## config.mk

```make
export PLATFORM = sky130hd
export DESIGN_NAME = irq_gateway
export DESIGN_NICKNAME = d
export VERILOG_FILES = /design/src/rtl/irq_gw_pkg.sv /design/src/rtl/irq_gw_detect.sv /design/src/rtl/irq_gw_slot.sv /design/src/rtl/irq_gateway.sv
export SDC_FILE = /design/constraint.sdc
export NUM_CORES = 1
export LEC_CHECK = 0
export BUFFER_PORTS_ARGS = -buffer_cell sky130_fd_sc_hd__buf_4
export CAP_MARGIN = 20
export CORE_MARGIN = 5
export CORE_UTILIZATION = 45
export CTS_BUF_LIST = sky130_fd_sc_hd__clkbuf_4
export DETAILED_ROUTE_END_ITERATION = 16
export PLACE_DENSITY_LB_ADDON = 0.3
export SYNTH_ARGS = -nofsm -noshare
export SYNTH_HDL_FRONTEND = slang
export SYNTH_SLANG_ARGS = --single-unit
export TNS_END_PERCENT = 30
```

## constraint.sdc

```tcl
create_clock -name clk -period 0.9 [get_ports clk]
set_input_delay 0 -clock clk [delete_from_list [all_inputs] [get_ports clk]]
set_output_delay 0 -clock clk [all_outputs]
set_load 0.01 [all_outputs]
```

## src/rtl/irq_gw_pkg.sv

```systemverilog
package irq_gw_pkg;

    typedef enum logic {
        TRIG_LEVEL = 1'b0,
        TRIG_EDGE  = 1'b1
    } trig_mode_e;

    typedef struct packed {
        logic pend;
        logic busy;
        logic defer;
    } gw_state_t;

    localparam gw_state_t GW_IDLE = '{pend: 1'b0, busy: 1'b0, defer: 1'b0};

    function automatic logic gw_event(trig_mode_e mode, logic now, logic prev);
        return (mode == TRIG_EDGE) ? (now & ~prev) : now;
    endfunction

endpackage

```

## src/rtl/irq_gw_detect.sv

```systemverilog
module irq_gw_detect
    import irq_gw_pkg::*;
(
    input  logic       clk,
    input  logic       rst,
    input  logic       line_i,
    input  trig_mode_e mode_i,
    output logic       evt_o
);

    logic prev_q;

    always_ff @(posedge clk) begin
        if (rst) prev_q <= 1'b0;
        else     prev_q <= line_i;
    end

    always_comb evt_o = gw_event(mode_i, line_i, prev_q);

    // a held-high edge-mode line fires once
    assert_edge_single_R2: assert property (@(posedge clk) disable iff (rst)
        (mode_i == TRIG_EDGE && evt_o) |=> !(mode_i == TRIG_EDGE && evt_o));

endmodule

```

## src/rtl/irq_gw_slot.sv

```systemverilog
module irq_gw_slot
    import irq_gw_pkg::*;
(
    input  logic clk,
    input  logic rst,
    input  logic evt_i,
    input  logic claim_i,
    input  logic done_i,
    output logic pend_o
);

    gw_state_t st_q, st_d;
    logic      accept;
    logic      retire;

    always_comb begin
        accept = (evt_i | st_q.defer) & ~st_q.busy;
        retire = done_i & st_q.busy & ~st_q.pend;
        st_d   = st_q;
        if (accept) begin
            st_d.pend = 1'b1;
            st_d.busy = 1'b1;
        end else begin
            if (claim_i) st_d.pend = 1'b0;
            if (retire)  st_d.busy = 1'b0;
        end
        st_d.defer = evt_i & retire;
    end

    always_ff @(posedge clk) begin
        if (rst) st_q <= GW_IDLE;
        else     st_q <= st_d;
    end

    assign pend_o = st_q.pend;

    // an event on an idle slot is latched at the next edge
    assert_accept_R3: assert property (@(posedge clk) disable iff (rst)
        (evt_i && !st_q.busy) |=> st_q.pend);

    // a claim of a pending source drops it
    assert_claim_clears_R4: assert property (@(posedge clk) disable iff (rst)
        (claim_i && st_q.pend) |=> !st_q.pend);

    // pending never stands without the in-service flag
    assert_pend_in_service_R5: assert property (@(posedge clk) disable iff (rst)
        st_q.pend |-> st_q.busy);

    // an unclaimed pending bit holds whatever the line does
    assert_pend_holds_R6: assert property (@(posedge clk) disable iff (rst)
        (st_q.pend && !claim_i) |=> st_q.pend);

    // service only ends on a complete while not pending
    assert_busy_holds_R9: assert property (@(posedge clk) disable iff (rst)
        (st_q.busy && !(done_i && !st_q.pend)) |=> st_q.busy);

endmodule

```

## src/rtl/irq_gateway.sv

```systemverilog
module irq_gateway
    import irq_gw_pkg::*;
#(
    parameter int N_SRC = 8
) (
    input  logic             clk,
    input  logic             rst,
    input  logic [N_SRC-1:0] line_i,
    input  logic [N_SRC-1:0] trig_edge_i,
    input  logic [N_SRC-1:0] claim_i,
    input  logic [N_SRC-1:0] done_i,
    output logic [N_SRC-1:0] pending_o
);

    logic [N_SRC-1:0] evt;

    for (genvar g = 0; g < N_SRC; g++) begin : g_slot
        irq_gw_detect u_det (
            .clk    (clk),
            .rst    (rst),
            .line_i (line_i[g]),
            .mode_i (trig_mode_e'(trig_edge_i[g])),
            .evt_o  (evt[g])
        );

        irq_gw_slot u_slot (
            .clk     (clk),
            .rst     (rst),
            .evt_i   (evt[g]),
            .claim_i (claim_i[g]),
            .done_i  (done_i[g]),
            .pend_o  (pending_o[g])
        );
    end

    // reset leaves nothing pending
    assert_reset_clear_R10: assert property (@(posedge clk)
        rst |=> (pending_o == '0));

endmodule

```

==> results.toml <==
[status]
status = "completed"

[worst_setup_path]
worstPathMaxFanout = 2
crit_path_end_kind = "flop"
r2r_slack_ns = 0.08
cp.buffers_inverters = 2
worstPathArrival_ns = 1.09
crit_required_ns = 1.11
cp_cell_sequence = "dlygate4sd3_1 -> buf_4 -> a21boi_2 -> o21bai_1 -> a21oi_1"
reg2reg_from = "g_slot[2].u_det.prev_q$_SDFF_PP0_"
path_delay_family = "buffers and inverters"
critPathLaunch = "line_i[0]"
setup.worst_path.start_class = "input port"
slowest_stage = "dlygate4sd3_1"
crit_cells = 5
worstRegToRegCells = 3
cpPeakStageDelay_ns = 0.54
crit_path_end = "g_slot[0].u_slot.pend_o$_SDFFE_PP0P_"
r2r-end = "g_slot[2].u_slot.pend_o$_SDFFE_PP0P_"
crit_type = "input port to flop"

[worst_hold_path]
min_from = "trig_edge_i[6]"
hold_path_class = "input port to flop"

[timing]
relSlewSlack_pct = 80.10
fmax_mhz = 1129
rsz0062_at_grt = "yes"
tightest_slew_ns = 0.2984
finalMaxSlewViolations = 0
timing.final.hold_violations = 0
finalSetupViolations = 0
post-route-period-util_pct = 98.46
post-route-min-period_ns = 0.8861
skew_ns = 0.006213

[pwr]
p_int_uw = 2159
vdd_drop_max_uv = 1145
netSwitchingFraction_pct = 23.94
combPwrFrac_pct = 16.2
netSwitchingPower_uw = 679.7
power_frac_seq_pct = 55.2
total_power_uw = 2839
p_per_area_nw_per_um2 = 1567
p_leak_uw = 0.0008106
clkPwrFrac_pct = 28.6

[clock_network]
clk_pin_slew_worst_paths_ns = 0.09
cts-buffers-inserted = 5
clockBufferDepth = 2
ctsRootBufferMaster = "clkbuf_4"
clkLatencyLatePin_ns = 0.32
cts_tree = "yes"
clock-sinks = 32
cts_htree_levels = 2
cts_setup_buffers = 0

[drt]
ant_nets = 0
drt_iter0_drc = 44
routed_wl_um = 2779
dr.pass1.iters = 4
routedWlPerCell_um = 13.05
drc = 0
vias_per_cell = 4.901
vias = 1044

[logic_synthesis]
syn_nets = 157
synthesis.area_um2 = 1275
ys_types = 15
yosysSeqAreaShare_pct = 50.25
yosys_warnings = 0
ys_seq_elements = 32
netlist_instances = 123
syn_avg_cell_area_um2 = 10.37

[job]
drv_cap = 0

[floorplan]
io_pins = 42
start_util_pct = 46.64
rows = 19
die_width_um = 63.23
die_area_um2 = 3998
core_area_um2 = 2734
die_h_um = 63.23

[layout]
drive_gt1_share_pct = 34.07
layout_common_cells = "buf_4, dfxtp_1, dlygate4sd3_1, nor2b_1, a21oi_1"
num-fill-cells = 218
syn_to_final_growth_pct = 42.10
stdcell_count = 213
stdcell_area_um2 = 1812
final_net_count = 215
layout_commonest_cell = "buf_4"
diodes = 0

[global_route]
grt_usage_pct = 14.72
grt_antenna_before_repair = 0
grt_pass1_wl_um = 4581
grt-ovfl-total = 0
grt_max_degree = 30
grt_pass1_vias = 1040

[placed_design]
gp_congestion = 0.6628
hpwl_um = 1790
dp.cells = 185
portBuffers = 41
placed_area_um2 = 1535
==> cell type report <==
cell class | count | area [um2] | share of cell area, %
Tap cell | 31 | 38.79 | 2.141
Inverter | 8 | 30.03 | 1.657
Timing Repair Buffer | 62 | 520.5 | 28.73
Clock buffer | 7 | 52.55 | 2.901
Multi-Input combinational cell | 72 | 523.0 | 28.87
Clock inverter | 1 | 3.754 | 0.2072
Sequential cell | 32 | 643.1 | 35.50
==> stage by stage <==
step / TNS [ns] / utilization (%) / hold WS, ns / setup WS (ns)
floorplan: 0 / - / 0.1282 / 0.1627
global placement: 0 / 56.16 / 0.2182 / 0.1081
detailed placement: 0 / 56.16 / 0.2259 / 0.02071
CTS: 0 / 65.54 / 0.007089 / 0.01241
global route: -0.1021 / 66.27 / 0.001741 / -0.02687
finish: 0 / 66.27 / 0.01801 / 0.01390
==> how the worst min path moves through the flow <==
stage                                          endpoint  slack, ns  depth (start not counted)
global route        g_slot[6].u_slot.st_q[0]$_SDFF_PP0_      0.002                          3
finish              g_slot[6].u_slot.st_q[0]$_SDFF_PP0_       0.02                          3
detailed placement    g_slot[3].u_det.prev_q$_SDFF_PP0_       0.23                          2
floorplan             g_slot[0].u_det.prev_q$_SDFF_PP0_       0.13                          1
CTS                 g_slot[6].u_slot.st_q[0]$_SDFF_PP0_      0.007                          3
global placement      g_slot[3].u_det.prev_q$_SDFF_PP0_       0.22                          2
==> timing repair <==
item                                   4_1_cts  5_1_grt
endpoints found under the hold margin       20        0
setup endpoints to repair                    2       13
gates resized for setup                      1       10
pin swaps                                    0        4
hold buffers                                20        0
==> worst reg2reg max path: stages (launching register included) <==
cell and delay [ns]:
dfxtp_1 0.35, a21boi_2 0.07, o21bai_1 0.20, a21oi_1 0.09
==> synthesized netlist by cell type <==
library cell	count	share of area [%]
a211oi_2	4	3.9
and4b_1	4	3.1
nor3_1	4	1.6
and4_1	4	2.7
buf_6	3	2.6
a21oi_1	12	4.7
inv_1	8	2.4
nor2b_1	16	7.9
buf_4	8	4.7
nand2b_1	8	3.9
a21boi_2	4	3.5
a21boi_0	4	2.4
o21bai_1	8	4.7
o21ai_0	4	1.6
dfxtp_1	32	50
==> cells by family after synthesis <==
logic type | share of synthesized area [%]
flops | 50.24
compound gates | 20.81
buf+inv | 9.716
simple gates | 19.23
==> sequential cells by signal (all words and copies together) (netlist names) <==
| name | count |
|---|---|
| g_slot.u_det.prev_q | 8 |
| g_slot.u_slot.pend_o | 8 |
| g_slot.u_slot.st_q | 16 |
==> per-layer routing <==
metal / share of wire [%] / up-vias / track usage [%]
met2: 55 / 33 / 27.18
met4: 1.6 / 0 / 7.013
met5: 0 / - / 0
met3: 6.2 / 6 / 6.394
met1: 37 / 475 / 13.63
li1: - / 530 / -
==> power groups by stage <==
stage	clock [uW]	combinational, uW	sequential (uW)
6_report	811	460	1570
5_1_grt	920	507	1580
4_1_cts	836	452	1560
3_5_place_dp	0	380	1600
3_3_place_gp	0	366	1590
2_1_floorplan	0	244	1580
Note: power is estimated with default switching activity, not from simulation.
